[src/rtl/qsi_pkg.sv]
package qsi_pkg;
  localparam int HALF_Q   = 32;
  localparam int WORD_W   = 32;
  localparam int ADDR_W   = 5;
  localparam int SEL_W    = 3;
  localparam int PRI_WRDS = HALF_Q * 4 / WORD_W;
  localparam int SEC_WRDS = HALF_Q * 2 / WORD_W;
  localparam int SEL_WRDS = HALF_Q * 4 / WORD_W;

  localparam int A_PRI    = 0;
  localparam int A_SEC    = A_PRI + PRI_WRDS;
  localparam int A_UPNE   = A_SEC + SEC_WRDS;
  localparam int A_UPF    = A_UPNE + 1;
  localparam int A_SEL    = A_UPF + 1;
  localparam int A_EN_LO  = A_SEL + SEL_WRDS;
  localparam int A_EN_HI  = A_EN_LO + 1;
  localparam int A_ST_LO  = A_EN_HI + 1;
  localparam int A_ST_HI  = A_ST_LO + 1;

  typedef enum logic [SEL_W-1:0] {
    SRC_EMPTY      = 3'd0,
    SRC_NEMPTY     = 3'd1,
    SRC_NFULL      = 3'd2,
    SRC_FULL       = 3'd3,
    SRC_NOT_EMPTY  = 3'd4,
    SRC_NOT_NEMPTY = 3'd5,
    SRC_NOT_NFULL  = 3'd6,
    SRC_NOT_FULL   = 3'd7
  } src_sel_e;

  typedef struct packed {
    logic full;
    logic nfull;
    logic nempty;
    logic empty;
  } qflags_t;

  function automatic logic pick_cond(src_sel_e s, qflags_t f);
    logic base;
    case (s[1:0])
      2'd0:    base = f.empty;
      2'd1:    base = f.nempty;
      2'd2:    base = f.nfull;
      default: base = f.full;
    endcase
    return s[2] ? ~base : base;
  endfunction
endpackage

[src/rtl/qsi_sel_regs.sv]
module qsi_sel_regs
  import qsi_pkg::*;
#(
  parameter int NQ = HALF_Q
) (
  input  logic              clk,
  input  logic              rst_n,
  input  logic              reg_we,
  input  logic [ADDR_W-1:0] reg_addr,
  input  logic [WORD_W-1:0] reg_wdata,
  output logic [NQ*SEL_W-1:0] sel_flat
);
  localparam int PER_WORD = WORD_W / 4;

  for (genvar q = 0; q < NQ; q++) begin : g_sel
    localparam int WRD = q / PER_WORD;
    localparam int OFS = (q % PER_WORD) * 4;
    logic [SEL_W-1:0] sel_q;
    logic             hit;
    assign hit = reg_we && (reg_addr == ADDR_W'(A_SEL + WRD));
    always_ff @(posedge clk or negedge rst_n) begin
      if (!rst_n)   sel_q <= '0;
      else if (hit) sel_q <= reg_wdata[OFS +: SEL_W];
    end
    assign sel_flat[q*SEL_W +: SEL_W] = sel_q;
  end

  logic unused_rsv;
  assign unused_rsv = ^{reg_wdata[31], reg_wdata[27], reg_wdata[23], reg_wdata[19],
                        reg_wdata[15], reg_wdata[11], reg_wdata[7], reg_wdata[3]};
endmodule

[src/rtl/qsi_cond_sel.sv]
module qsi_cond_sel
  import qsi_pkg::*;
#(
  parameter int NQ = HALF_Q
) (
  input  logic [NQ*SEL_W-1:0] sel_flat,
  input  logic [NQ-1:0]       empty,
  input  logic [NQ-1:0]       nempty,
  input  logic [NQ-1:0]       nfull,
  input  logic [NQ-1:0]       full,
  output logic [NQ-1:0]       cond
);
  for (genvar q = 0; q < NQ; q++) begin : g_q
    qflags_t f;
    assign f = '{full: full[q], nfull: nfull[q], nempty: nempty[q], empty: empty[q]};
    assign cond[q] = pick_cond(src_sel_e'(sel_flat[q*SEL_W +: SEL_W]), f);
  end
endmodule

[src/rtl/qsi_irq_half.sv]
module qsi_irq_half #(
  parameter int NQ = 32
) (
  input  logic          clk,
  input  logic          rst_n,
  input  logic [NQ-1:0] cond,
  input  logic          en_we,
  input  logic          st_we,
  input  logic [NQ-1:0] wdata,
  output logic [NQ-1:0] en,
  output logic [NQ-1:0] stat,
  output logic          irq
);
  logic [NQ-1:0] clr_mask;
  assign clr_mask = st_we ? wdata : '0;

  always_ff @(posedge clk or negedge rst_n) begin
    if (!rst_n) begin
      en   <= '0;
      stat <= '0;
    end else begin
      if (en_we) en <= wdata;
      stat <= (stat & ~clr_mask) | cond;
    end
  end

  assign irq = |(stat & en);

  // a bit only rises where its condition was seen true
  assert_set_only_on_cond_R5: assert property (@(posedge clk) disable iff (!rst_n)
    ((stat & ~$past(stat) & ~$past(cond)) == '0));

  // a bit only falls where a one was written to it
  assert_clear_only_by_w1c_R7: assert property (@(posedge clk) disable iff (!rst_n)
    (($past(stat) & ~stat & ~$past(clr_mask)) == '0));

  // enable holds unless written
  assert_enable_stable_R11: assert property (@(posedge clk) disable iff (!rst_n)
    !$past(en_we) |-> (en == $past(en)));

  // the line never rises with no enable bit set
  assert_irq_needs_enable_R8: assert property (@(posedge clk) disable iff (!rst_n)
    irq |-> (en != '0));
endmodule

[src/rtl/qstat_irq_ctrl.sv]
module qstat_irq_ctrl
  import qsi_pkg::*;
(
  input  logic                clk,
  input  logic                rst_n,
  input  logic [2*HALF_Q-1:0] q_empty,
  input  logic [2*HALF_Q-1:0] q_nearly_empty,
  input  logic [2*HALF_Q-1:0] q_nearly_full,
  input  logic [2*HALF_Q-1:0] q_full,
  input  logic [2*HALF_Q-1:0] q_underflow,
  input  logic [2*HALF_Q-1:0] q_overflow,
  input  logic                reg_we,
  input  logic [ADDR_W-1:0]   reg_addr,
  input  logic [WORD_W-1:0]   reg_wdata,
  output logic [WORD_W-1:0]   reg_rdata,
  output logic                irq_lo,
  output logic                irq_hi
);
  localparam int LO = 0;
  localparam int HI = HALF_Q;

  logic [HALF_Q*SEL_W-1:0] sel_flat;
  logic [HALF_Q-1:0]       cond_lo, cond_hi;
  logic [HALF_Q-1:0]       en_lo, en_hi, st_lo, st_hi;
  logic [HALF_Q*4-1:0]     pri_flat;
  logic [HALF_Q*2-1:0]     sec_flat;
  logic [HALF_Q*4-1:0]     selrd_flat;

  qsi_sel_regs #(.NQ(HALF_Q)) u_sel (
    .clk(clk), .rst_n(rst_n), .reg_we(reg_we), .reg_addr(reg_addr),
    .reg_wdata(reg_wdata), .sel_flat(sel_flat)
  );

  qsi_cond_sel #(.NQ(HALF_Q)) u_cond (
    .sel_flat(sel_flat),
    .empty (q_empty[LO +: HALF_Q]),
    .nempty(q_nearly_empty[LO +: HALF_Q]),
    .nfull (q_nearly_full[LO +: HALF_Q]),
    .full  (q_full[LO +: HALF_Q]),
    .cond  (cond_lo)
  );

  assign cond_hi = ~q_nearly_empty[HI +: HALF_Q];

  qsi_irq_half #(.NQ(HALF_Q)) u_half_lo (
    .clk(clk), .rst_n(rst_n), .cond(cond_lo),
    .en_we(reg_we && reg_addr == ADDR_W'(A_EN_LO)),
    .st_we(reg_we && reg_addr == ADDR_W'(A_ST_LO)),
    .wdata(reg_wdata), .en(en_lo), .stat(st_lo), .irq(irq_lo)
  );

  qsi_irq_half #(.NQ(HALF_Q)) u_half_hi (
    .clk(clk), .rst_n(rst_n), .cond(cond_hi),
    .en_we(reg_we && reg_addr == ADDR_W'(A_EN_HI)),
    .st_we(reg_we && reg_addr == ADDR_W'(A_ST_HI)),
    .wdata(reg_wdata), .en(en_hi), .stat(st_hi), .irq(irq_hi)
  );

  for (genvar q = 0; q < HALF_Q; q++) begin : g_pack
    assign pri_flat[q*4 +: 4]   = {q_full[q], q_nearly_full[q], q_nearly_empty[q], q_empty[q]};
    assign sec_flat[q*2 +: 2]   = {q_overflow[q], q_underflow[q]};
    assign selrd_flat[q*4 +: 4] = {1'b0, sel_flat[q*SEL_W +: SEL_W]};
  end

  logic unused_hi_err;
  assign unused_hi_err = ^{q_underflow[HI +: HALF_Q], q_overflow[HI +: HALF_Q],
                           q_empty[HI +: HALF_Q], q_nearly_full[HI +: HALF_Q]};

  always_comb begin
    int a;
    a = int'(reg_addr);
    reg_rdata = '0;
    if (a < A_SEC)                    reg_rdata = pri_flat[(a - A_PRI)*WORD_W +: WORD_W];
    else if (a < A_UPNE)              reg_rdata = sec_flat[(a - A_SEC)*WORD_W +: WORD_W];
    else if (a == A_UPNE)             reg_rdata = q_nearly_empty[HI +: HALF_Q];
    else if (a == A_UPF)              reg_rdata = q_full[HI +: HALF_Q];
    else if (a < A_EN_LO)             reg_rdata = selrd_flat[(a - A_SEL)*WORD_W +: WORD_W];
    else if (a == A_EN_LO)            reg_rdata = en_lo;
    else if (a == A_EN_HI)            reg_rdata = en_hi;
    else if (a == A_ST_LO)            reg_rdata = st_lo;
    else if (a == A_ST_HI)            reg_rdata = st_hi;
  end

  // reserved selector bits always read back as zero
  assert_rsv_bits_zero_R4: assert property (@(posedge clk) disable iff (!rst_n)
    (reg_addr >= ADDR_W'(A_SEL) && reg_addr < ADDR_W'(A_EN_LO)) |->
      ((reg_rdata & 32'h8888_8888) == '0));

  // unmapped addresses read zero
  assert_unmapped_zero_R10: assert property (@(posedge clk) disable iff (!rst_n)
    (reg_addr > ADDR_W'(A_ST_HI)) |-> (reg_rdata == '0));
endmodule

[config.mk]
export PLATFORM = sky130hd
export DESIGN_NAME = qstat_irq_ctrl
export DESIGN_NICKNAME = d
export VERILOG_FILES = /design/src/rtl/qsi_pkg.sv /design/src/rtl/qsi_sel_regs.sv /design/src/rtl/qsi_cond_sel.sv /design/src/rtl/qsi_irq_half.sv /design/src/rtl/qstat_irq_ctrl.sv
export SDC_FILE = /design/constraint.sdc
export NUM_CORES = 1
export LEC_CHECK = 0
export BUFFER_PORTS_ARGS = -buffer_cell sky130_fd_sc_hd__buf_4
export CELL_PAD_IN_SITES_DETAIL_PLACEMENT = 0
export CELL_PAD_IN_SITES_GLOBAL_PLACEMENT = 1
export CORE_MARGIN = 3
export CORE_UTILIZATION = 39
export DETAILED_ROUTE_END_ITERATION = 10
export HOLD_SLACK_MARGIN = 0.02
export PLACE_DENSITY_LB_ADDON = 0.1
export SYNTH_ARGS = -nofsm -noshare
export SYNTH_HDL_FRONTEND = slang
export SYNTH_SLANG_ARGS = --single-unit
[constraint.sdc]
create_clock -name clk -period 1.8 [get_ports clk]
set_input_delay 0.18 -clock clk [delete_from_list [all_inputs] [get_ports clk]]
set_output_delay 0.18 -clock clk [all_outputs]
set_load 0.01 [all_outputs]
== Word-level counts from Yosys, hierarchy flattened ==
Cells that the tools add are included.

* $add $sub $neg: 2
* $lt $le $gt $ge: 3
* Equal/unequal tests: 78
* Shift operators: 3
* Multiplexer cells: 75
* Bitwise gates (word level): 41
* Reduce and logical (&&, ||, !) cells: 42

{| class="wikitable"
|+ Operators by type and width
! kind !! count
|-
| $mux 32 || 11
|-
| $shiftx 128x11->32 || 2
|-
| $and 32x32->32 || 4
|-
| $not 32->32 || 3
|-
| $pmux 1 s3 || 32
|-
| $eq 2x1->1 const B || 32
|-
| $eq 2x2->1 const B || 32
|-
| $logic_not 2->1 || 32
|-
| $or 32x32->32 || 2
|-
| $reduce_or 32->1 || 2
|-
| $shiftx 64x11->32 || 1
|-
| $eq 5x4->1 const B || 10
|-
| $mux 1 || 32
|-
| $not 1->1 || 32
|-
| $eq 5x5->1 const B || 4
|-
| $lt 5x3->1 const B || 2
|-
| $logic_and 1x1->1 || 8
|-
| $sub 5x3->6 const B || 1
|-
| $sub 5x4->6 const B || 1
|-
| $lt 5x4->1 const B || 1
|}

* Register bits: 224
* Bits of input ports: 424
* Output and inout port bits: 34
* Logic and storage cells: 280

== Depth between registers and ports, before layout ==
Gate-level depths: netlist of run 1.

* Depth after elaboration: 10
* Gate-level depth with buffers: 8
* Mapped depth without buffers: 5

== By module ==
From an unflattened synthesis of run 1, not the netlist that was laid out.

* Cells, all modules: 1,306
* Area, all modules: 14,725.4 um2

{| class="wikitable"
|+ Modules (own cells, without submodules)
! module !! times used !! cells each !! area an instance (um2)
|-
| qsi_irq_half || 2 || 188 || 2,514.9
|-
| qstat_irq_ctrl || 1 || 659 || 4,948.5
|-
| qsi_sel_regs || 1 || 207 || 3,746.1
|-
| qsi_cond_sel || 1 || 64 || 1,001.0
|}

== Least setup slack after synthesis of run 1 ==
No wires, ideal clock.

* Path type: input -> output
* From: input reg_addr[0]
* To: output reg_rdata[10]
* Arrival: 1.470 ns
* Path slack: 0.150 ns
* Stages on the path: 7
* Path buffers: 3
* Cell sequence: buf_4 > buf_4 > buf_2 > mux2i_1 > nor2_1 > a2111oi_0 > a21oi_1

* Cells in the longest elaborated chain, start to end: 10
* Elaborated cells on any way between the ends: 23
* Those cells by class: 2 x add/sub; 3 x order compare; 6 x eq/ne; 3 x shift; 9 x mux

{| class="wikitable"
|+ RTL lines
! element !! line !! RTL
|-
| from (decl) || qstat_irq_ctrl.sv:13 || <nowiki>input logic [ADDR_W-1:0] reg_addr,</nowiki>
|-
| branches (longest 9 deep; another with $sub 5x4->6) || - ||
|-
| $mux 32 * || qstat_irq_ctrl.sv:73 || <nowiki>if (a < A_SEC) reg_rdata = pri_flat[(a - A_PRI)*WORD_W +: WORD_W];</nowiki>
|-
| to (decl) || qstat_irq_ctrl.sv:15 || <nowiki>output logic [WORD_W-1:0] reg_rdata,</nowiki>
|}

Every way passes the cells marked *.

== Final worst setup path of run 1 ==
* From: register u_half_hi.stat[12]
* To: output irq_hi

* Cells in the longest elaborated chain, start to end: 2

{| class="wikitable"
|+ RTL lines
! element !! line !! RTL
|-
| from (decl) || qsi_irq_half.sv:11 || <nowiki>output logic [NQ-1:0] stat,</nowiki>
|-
| from (signal assigned) || qsi_irq_half.sv:23 || <nowiki>stat <= (stat & ~clr_mask) | cond;</nowiki>
|-
| $and 32x32->32 || qsi_irq_half.sv:27 || <nowiki>assign irq = |(stat & en);</nowiki>
|-
| $reduce_or 32->1 || qsi_irq_half.sv:27 ||
|-
| to (decl) || qstat_irq_ctrl.sv:17 || <nowiki>output logic irq_hi</nowiki>
|}

Every way passes these cells.

==> results.sh, run 1 <==
export IMPL_dp_hpwl_um=46600
export IMPL_cp_arrival_ns=2.09
export IMPL_final_area_sq_um=21100
export IMPL_yosysSeqAreaShare=0.396
export IMPL_outcome="finished, violations left"
export IMPL_fmax_ghz=0.440
export IMPL_core_area_sq_um=35700
export IMPL_p_seq_frac=0.378
export IMPL_drive_gt1_frac=0.454
export IMPL_finalNonFillerCells=2403
export IMPL_grt_start_max_net_pins=65
export IMPL_syn_area_sq_um=14200
export IMPL_antenna_left=0
export IMPL_crit_path_end="irq_hi"
export IMPL_ios=458
export IMPL_multi_input_area_sq_um=8480
export IMPL_vias=14200
export IMPL_track_usage=0.310
export IMPL_reg2reg_slack_ns=0.20
export IMPL_clkLatencyLatePin_ns=0.55
export IMPL_cts_tree="built"
export IMPL_seq_area_sq_um=5610
export IMPL_ys_types=52
export IMPL_failed_checks="setup timing"
export IMPL_wl_per_cell_um=25.7
export IMPL_final_cell_mix="buf_4, dfrtp_1, nand2_1, o21ai_0, mux2_2"
export IMPL_p_per_area_nw_per_um2=807
export IMPL_drtPass1Iterations=5
export IMPL_post_route_util=0.591
export IMPL_synth_edf_count=0
export IMPL_reg2reg_depth=4
export IMPL_wl_um=61900
export IMPL_synthArstFlopShare=1.00
export IMPL_cp_max_fo=3
export IMPL_viasPerCell=5.89
export IMPL_start_kind="flip-flop"
export IMPL_total_power_mw=17.0
export IMPL_synth_area_leaders="dfrtp_1, mux4_2, mux2_2"
export IMPL_yosys_area_top_type_share=0.396
export IMPL_switching_share=0.307
export IMPL_row_count=69
export IMPL_slew_violations=0
export IMPL_drt_initial_drc_count=1198
export IMPL_yosys_warnings=0
export IMPL_start_util=0.397
export IMPL_switchingPower_mw=5.23
export IMPL_combPwrFrac=0.296
export IMPL_p_clk_frac=0.326
export IMPL_clock_sinks=224
export IMPL_clockBufferDepth=3
export IMPL_holdWs_ns=0.162
export IMPL_numCtsBuffers=27
export IMPL_die_area_sq_um=38600
export IMPL_num_fill_cells=3092
export IMPL_fin_crit_sh=1.26
export IMPL_final_common_cell="buf_4"
export IMPL_fin_worst_skew_ns=0.0181
export IMPL_netlist_instances=1376
export IMPL_endpoint_kind="output port"
export IMPL_die_w_um=197
export IMPL_finalWeightedCongestion=0.923
export IMPL_grt_antenna_before_repair=4
export IMPL_placed_area_sq_um=18300
export IMPL_final_nets=2344
export IMPL_cts_root_buf="clkbuf_16"
export IMPL_syn_nets=1800
export IMPL_grt_pass1_vias=14400
export IMPL_synthToLayoutAreaGrowth_pct=48.8
export IMPL_drc=0
export IMPL_die_h_um=197
export IMPL_grt_pass1_wl_um=91200
export IMPL_startpoint="u_half_hi.stat[12]"
export IMPL_overflow=0
export IMPL_peakVddDrop_mv=0.694
export IMPL_leakagePower_nw=9.32
export IMPL_rr_endpoint="u_half_lo.stat[19]"
export IMPL_worst_slew_pin_slew_ns=0.476
export IMPL_internal_power_mw=11.8
export IMPL_hp_class="in -> async"
export IMPL_ys_flop_type="dfrtp_1"
export IMPL_setup_viol=34
export IMPL_drv_cap=0
export IMPL_clk_pin_slew_ns=0.06
export IMPL_placed_cells_incl_taps=2229
export IMPL_reg2reg_from="u_sel.g_sel[19].sel_q[0]"
export IMPL_timing_final_hold_violations=0
export IMPL_crit_type="reg -> out"
export IMPL_final_setup_worst_slack_ns=-0.471
export IMPL_htreeDepth=1
export IMPL_synth_area_per_cell_sq_um=10.3
export IMPL_synth_seq_cells=224
export IMPL_required_ns=1.62
export IMPL_synth_top_area_cell="dfrtp_1"
export IMPL_slew_headroom=0.682
export IMPL_port_buffers=329
export IMPL_rsz0062_at_grt="yes"
export IMPL_finalWorstPathRequiredPeriod_ns=2.27
==> registers in the layout, indices dropped and copies added, names as in the netlist <==
register,cells
u_half_lo.stat,32
u_half_lo.en,32
u_sel.g_sel.sel_q,96
u_half_hi.stat,32
u_half_hi.en,32
==> power by group through the flow <==
| stage | registers, mW | clock network, mW | logic, mW |
|---|---|---|---|
| final | 6.44 | 5.55 | 5.03 |
| after global routing | 6.51 | 5.80 | 5.40 |
| after CTS | 6.40 | 5.59 | 4.87 |
| after detailed placement | 6.56 | 0 | 4.26 |
| after global placement | 6.54 | 0 | 4.20 |
| after floorplan | 6.28 | 0 | 2.24 |
==> repair_timing <==
| item | CTS | global route |
|---|---|---|
| hold buffers | 72 | 0 |
| endpoints found under the setup margin | 34 | 34 |
| buffers inserted | 43 | 11 |
| endpoints found under the hold margin | 395 | 0 |
| gates resized for setup | 114 | 56 |
| pin swaps | 72 | 44 |
==> critical path, stage by stage (launching register included) <==
cell and delay (ns):
dfrtp_1 0.43, a22oi_2 0.25, nand4_1 0.15, or4_4 0.56, buf_6 0.15
==> layer usage <==
| layer | global-route usage | wire length [um] | vias up |
|---|---|---|---|
| met5 | 0 | 13 | - |
| met4 | 0.0781 | 1630 | 2 |
| met3 | 0.0444 | 4690 | 90 |
| met2 | 0.503 | 28600 | 680 |
| met1 | 0.443 | 26900 | 7144 |
| li1 | - | - | 6244 |
==> kinds of logic (layout without fill, tap and decap cells) <==
logic type | Yosys count | after routing | share of synthesized area
AOI/OAI and AO/OA | 414 | 414 | 0.195
and+or+nand+nor | 314 | 314 | 0.0999
muxes | 243 | 243 | 0.237
DFF | 224 | 224 | 0.396
buffers and inverters | 149 | 714 | 0.0529
xor gates and xnor gates | 32 | 32 | 0.0198
other | 0 | 1 | 0
==> per-stage QoR <==
step	TNS, ns	setup slack (ns)
after floorplan	0	0.150
after detailed placement	-8.97	-0.279
after global routing	-10.34	-0.471
after CTS	-8.66	-0.508
after global placement	-8.23	-0.287
final	-8.05	-0.471
==> cell usage after synthesis (all sizes together), types with 2 or more instances <==
| library cell | instances |
|---|---|
| mux4 | 64 |
| a221oi | 7 |
| a21o | 39 |
| clkbuf | 34 |
| o21ai | 140 |
| and4 | 2 |
| a222oi | 24 |
| dfrtp | 224 |
| nor2 | 85 |
| nand3 | 3 |
| nand2 | 165 |
| a22oi | 39 |
| o21bai | 24 |
| mux2 | 97 |
| nand3b | 2 |
| and3 | 8 |
| nor2b | 5 |
| buf | 67 |
| o22ai | 49 |
| mux2i | 82 |
| o22a | 31 |
| a2111oi | 24 |
| xor2 | 32 |
| or4 | 2 |
| inv | 47 |
| nand4 | 8 |
| a21oi | 32 |
| nand2b | 28 |
==> final cells by class <==
cell class	instances	area share
antenna	1	0.000119
clock buffer	42	0.0376
clock inverter	8	0.00487
inverter	47	0.00837
multi-input combinational	1003	0.402
sequential	224	0.266
tap	461	0.0274
timing repair buffer	617	0.253
==> how the worst min path moves through the flow <==
stage,slack [ns],from,endpoint,depth (start not counted)
after detailed placement,0.11,rst_n,u_sel.g_sel[16].sel_q[0],1
final,0.16,rst_n,u_sel.g_sel[16].sel_q[1],2
after floorplan,-0.12,rst_n,u_half_hi.en[0],0
after global routing,0.19,rst_n,u_sel.g_sel[16].sel_q[1],2
after global placement,0.11,rst_n,u_sel.g_sel[8].sel_q[0],1
after CTS,0.16,rst_n,u_half_lo.en[3],2
Power figures use the tool's default switching activity.
==> run 2, diff against run 1 <==
MAX_ROUTING_LAYER = met4   (was default)
==> run 2 against run 1 <==
Effect of this change:
- core utilization down 0.067 points
- first-iteration DRC count down 7.6%
- non-clock buffer count down 11
- total power down 0.51%
- clock skew down 0.0071 ns
- clock-buffer cell count unchanged
- largest cell class unchanged
- register-to-register slack worse by 0.05 ns
- sequential power about the same
- combinational power about the same
- worst hold slack worse by 0.015 ns
- worst setup slack better by 0.023 ns
- highest routed layer is now met4
- the run still ends with setup timing left
- critical endpoint unchanged
==> results.sh, run 2 (synthesized netlist as in run 1, its figures left out) <==
export IMPL_clkLatencyLatePin_ns=0.54
export IMPL_leakagePower_nw=9.30
export IMPL_num_fill_cells=3130
export IMPL_drv_cap=0
export IMPL_setup_viol=34
export IMPL_drive_gt1_frac=0.453
export IMPL_core_area_sq_um=35700
export IMPL_antenna_left=0
export IMPL_peakVddDrop_mv=0.691
export IMPL_placed_cells_incl_taps=2226
export IMPL_met1Wirelength_um=26900
export IMPL_crit_type="reg -> out"
export IMPL_final_common_cell="buf_4"
export IMPL_wl_met3_um=4330
export IMPL_rsz0062_at_grt="yes"
export IMPL_cts_root_buf="clkbuf_16"
export IMPL_fin_worst_skew_ns=0.0110
export IMPL_timing_final_hold_violations=0
export IMPL_wl_per_cell_um=25.6
export IMPL_overflow=0
export IMPL_total_power_mw=16.9
export IMPL_largest_reg_flops=96
export IMPL_reg2reg_depth=4
export IMPL_reg2reg_slack_ns=0.15
export IMPL_drc=0
export IMPL_reg2reg_from="u_sel.g_sel[19].sel_q[0]"
export IMPL_final_nets=2333
export IMPL_finalWorstPathRequiredPeriod_ns=2.25
export IMPL_die_w_um=197
export IMPL_die_h_um=197
export IMPL_grt_start_max_net_pins=65
export IMPL_worstPathCellList="a22oi_2, buf_4, nand4_1, or4_4, buf_6"
export IMPL_finalNonFillerCells=2392
export IMPL_dp_hpwl_um=46600
export IMPL_fin_crit_sh=1.25
export IMPL_cp_max_fo=2
export IMPL_synthToLayoutAreaGrowth_pct=48.6
export IMPL_cts_tree="built"
export IMPL_die_area_sq_um=38600
export IMPL_rr_endpoint="u_half_lo.stat[19]"
export IMPL_cpPeakStageDelay_ns=0.54
export IMPL_vias=14000
export IMPL_regMostFlops="u_sel.g_sel.sel_q"
export IMPL_cp_top_family="simple AND/OR/NAND/NOR gates"
export IMPL_outcome="finished, violations left"
export IMPL_viasPerCell=5.86
export IMPL_final_setup_worst_slack_ns=-0.448
export IMPL_grt_antenna_before_repair=3
export IMPL_finalWeightedCongestion=0.947
export IMPL_slew_headroom=0.618
export IMPL_drt_initial_drc_count=1107
export IMPL_clock_sinks=224
export IMPL_drtPass1Iterations=8
export IMPL_start_kind="flip-flop"
export IMPL_track_usage=0.318
export IMPL_start_util=0.397
export IMPL_cp_num_buf_inv=2
export IMPL_crit_path_top_delay_cell="or4_4"
export IMPL_ios=458
export IMPL_htreeDepth=1
export IMPL_fmax_ghz=0.445
export IMPL_numCtsBuffers=27
export IMPL_p_per_area_nw_per_um2=804
export IMPL_cp_arrival_ns=2.07
export IMPL_failed_checks="setup timing"
export IMPL_wl_um=61200
export IMPL_top_layer="met4"
export IMPL_clockBufferDepth=3
export IMPL_grt_pass1_vias=14200
export IMPL_worst_slew_pin_slew_ns=0.570
export IMPL_row_count=69
export IMPL_final_cell_mix="buf_4, dfrtp_1, nand2_1, o21ai_0, mux2_2"
export IMPL_grt_pass1_wl_um=90400
export IMPL_route_met2_wl_um=28600
export IMPL_hp_class="in -> async"
export IMPL_port_buffers=329
export IMPL_clk_pin_slew_ns=0.06
export IMPL_required_ns=1.62
export IMPL_slew_violations=0
export IMPL_endpoint_kind="output port"
[run 2: worst max path at each step]
stage / start / slack [ns] / cells past startpoint / end
after detailed placement: reg_addr[4] / -0.26 / 8 / reg_rdata[4]
final: u_half_hi.stat[4] / -0.45 / 5 / irq_hi
after floorplan: reg_addr[0] / 0.15 / 7 / reg_rdata[10]
after CTS: u_half_hi.stat[4] / -0.47 / 5 / irq_hi
after global routing: u_half_hi.en[21] / -0.49 / 4 / irq_hi
after global placement: reg_addr[4] / -0.28 / 8 / reg_rdata[4]
[run 2: layout make-up]
cell class	count	area, sq um	share of cell area
clock inverters	6	86.3	0.00410
well taps	461	577	0.0274
flip-flops and latches	224	5620	0.267
repair buffers	606	5270	0.250
clock buffers	42	792	0.0376
multi-input cells	1003	8530	0.405
diodes	3	7.51	0.000357
inverters	47	176	0.00838
[run 2: power breakdown]
group	switching (mW)	total [mW]	internal, mW
clock network	2.18	5.47	3.29
registers	0.703	6.45	5.75
logic	2.29	5.00	2.71
total	5.18	16.9	11.8
[run 2: metrics by stage]
stage | hold WS [ns] | setup TNS (ns) | worst slack, ns | instance area (sq um) | util
2_1_floorplan | -0.116 | 0 | 0.150 | 14200 | -
3_3_place_gp | 0.101 | -9.78 | -0.282 | 18300 | 0.514
3_5_place_dp | 0.102 | -10.60 | -0.261 | 18300 | 0.514
5_1_grt | 0.187 | -10.14 | -0.486 | 21100 | 0.590
6_report | 0.147 | -7.76 | -0.448 | 21100 | 0.590
4_1_cts | 0.161 | -8.49 | -0.472 | 20700 | 0.579
[run 2: layer usage]
layer / global-route usage / up-vias
met2: 0.490 / 636
met4: 0.0787 / 0
met5: - / -
li1: - / 6219
met1: 0.453 / 7077
met3: 0.0366 / 76
[run 2: repair_timing]
action / in CTS / in global routing
pin swaps: 66 / 49
endpoints found under the hold margin: 398 / 0
setup buffers: 34 / 10
hold buffers: 72 / 0
setup endpoints to repair: 34 / 34
resized for setup: 111 / 68
==> run 3, diff against run 2 <==
CTS_BUF_LIST = sky130_fd_sc_hd__clkbuf_4 sky130_fd_sc_hd__clkbuf_8 sky130_fd_sc_hd__clkbuf_16   (was default)
==> run 3 against run 2 <==
Effect of this change:
- the flow still finishes with violations (setup timing)
- highest routed layer unchanged
- worst setup slack got worse by 0.016 ns
- via count down 0.47%
- register-to-register slack better by 0.02 ns
- sequential share of layout area about the same
- sequential cell count unchanged
- wire length is 0.10% lower
- final area increased by 0.18%
==> results.sh, run 3 (synthesized netlist as in run 1, its figures left out) <==
export IMPL_die_area_sq_um=38600
export IMPL_peakVddDrop_mv=0.690
export IMPL_row_count=69
export IMPL_worstPathCellList="a22oi_2, buf_4, nand4_1, or4_4, buf_6"
export IMPL_drive_gt1_frac=0.458
export IMPL_cp_top_family="simple AND/OR/NAND/NOR gates"
export IMPL_dp_slack_ns=-0.261
export IMPL_drt_initial_drc_count=1201
export IMPL_die_h_um=197
export IMPL_clkLatencyLatePin_ns=0.55
export IMPL_cpPeakStageDelay_ns=0.54
export IMPL_slew_headroom=0.616
export IMPL_grt_pass1_vias=14100
export IMPL_placed_area_sq_um=18300
export IMPL_vias=13900
export IMPL_wl_um=61200
export IMPL_leakagePower_nw=9.33
export IMPL_endpoint_kind="output port"
export IMPL_slew_violations=0
export IMPL_cp_num_buf_inv=2
export IMPL_start_util=0.397
export IMPL_clock_sinks=224
export IMPL_cts_tree="built"
export IMPL_grt_pass1_wl_um=90400
export IMPL_reg2reg_depth=4
export IMPL_holdWs_ns=0.148
export IMPL_rsz0062_at_grt="yes"
export IMPL_grt_start_max_net_pins=65
export IMPL_p_per_area_nw_per_um2=809
export IMPL_final_nets=2333
export IMPL_final_setup_worst_slack_ns=-0.463
export IMPL_ios=458
export IMPL_fmax_ghz=0.442
export IMPL_rr_endpoint="u_half_lo.stat[19]"
export IMPL_numCtsBuffers=27
export IMPL_overflow=0
export IMPL_setup_viol=34
export IMPL_cts_root_buf="clkbuf_16"
export IMPL_finalWeightedCongestion=0.947
export IMPL_start_kind="flip-flop"
export IMPL_wl_per_cell_um=25.6
export IMPL_core_area_sq_um=35700
export IMPL_cp_max_fo=2
export IMPL_track_usage=0.318
export IMPL_synthToLayoutAreaGrowth_pct=48.9
export IMPL_clk_pin_slew_ns=0.06
export IMPL_drc=0
export IMPL_drv_cap=0
export IMPL_clockBufferDepth=3
export IMPL_num_fill_cells=3121
export IMPL_htreeDepth=1
export IMPL_final_common_cell="buf_4"
export IMPL_drtPass1Iterations=7
export IMPL_viasPerCell=5.83
export IMPL_timing_final_hold_violations=0
export IMPL_fin_crit_sh=1.26
export IMPL_final_area_sq_um=21100
export IMPL_worst_slew_pin_slew_ns=0.574
export IMPL_die_w_um=197
export IMPL_final_cell_mix="buf_4, dfrtp_1, nand2_1, o21ai_0, mux2_2"
export IMPL_largest_reg_flops=96
export IMPL_outcome="finished, violations left"
export IMPL_reg2reg_slack_ns=0.17
export IMPL_crit_type="reg -> out"
export IMPL_antenna_left=0
export IMPL_crit_cells=5
export IMPL_tns_ns=-7.78
export IMPL_cp_arrival_ns=2.08
export IMPL_fin_worst_skew_ns=0.0129
export IMPL_regMostFlops="u_sel.g_sel.sel_q"
export IMPL_hp_class="in -> async"
export IMPL_grt_antenna_before_repair=3
export IMPL_post_route_util=0.592
export IMPL_required_ns=1.62
export IMPL_crit_path_top_delay_cell="or4_4"
export IMPL_port_buffers=329
export IMPL_failed_checks="setup timing"
export IMPL_finalWorstPathRequiredPeriod_ns=2.26
export IMPL_reg2reg_from="u_sel.g_sel[19].sel_q[0]"
export IMPL_dp_hpwl_um=46600
-- run 3: changes by cell type in the layout (fill, tap and decap cells not counted), sizes merged --
cell | before | now
diode | 3 | 4
-- run 3: worst reg2reg max path: cells and delay by family (launching register included) --
kind,cells,cell delay [ns]
AOI/OAI and AO/OA,1,0.13
xor gates and xnor gates,1,0.41
buffers and inverters,1,0.13
DFF,1,0.37
muxes,1,0.54
-- run 3: where the power goes --
group          internal, mW  switching, mW  total, mW
combinational          2.71           2.29       5.00
clock                  3.42           2.18       5.60
sequential             5.75          0.703       6.45
total                  11.9           5.17       17.1
-- run 3: final cells by class --
type	instances	area (sq um)	share of cell area
antenna	4	10.0	0.000475
clock buffer	42	826	0.0392
clock inverter	6	86.3	0.00409
inverter	47	176	0.00836
multi-input combinational	1003	8540	0.405
sequential	224	5620	0.266
tap	461	577	0.0273
timing repair buffer	606	5260	0.250
-- run 3: how the worst max path moves through the flow --
stage	start	to
detailed placement	reg_addr[4]	reg_rdata[4]
global placement	reg_addr[4]	reg_rdata[4]
global route	u_half_hi.en[21]	irq_hi
CTS	u_half_hi.stat[4]	irq_hi
floorplan	reg_addr[0]	reg_rdata[10]
finish	u_half_hi.stat[4]	irq_hi
-- run 3: routing by layer --
layer	vias up	routed length [um]	GRT usage
met5	-	0	-
met4	0	1320	0.0713
met3	75	4500	0.0335
met2	607	28600	0.492
met1	7043	26800	0.456
li1	6217	-	-
-- run 3: metrics by stage --
stage	power, mW	std cells
after CTS	16.9	2379
final	17.1	2393
after detailed placement	10.8	2226
after floorplan	8.52	1376
after global placement	10.7	2226
after global routing	17.7	2392
-- run 3: timing repair --
item | 4_1_cts | 5_1_grt
endpoints found under the setup margin | 34 | 34
buffers inserted | 34 | 10
hold buffers | 72 | 0
endpoints found under the hold margin | 398 | 0
pin swaps | 66 | 50
resized for setup | 111 | 68
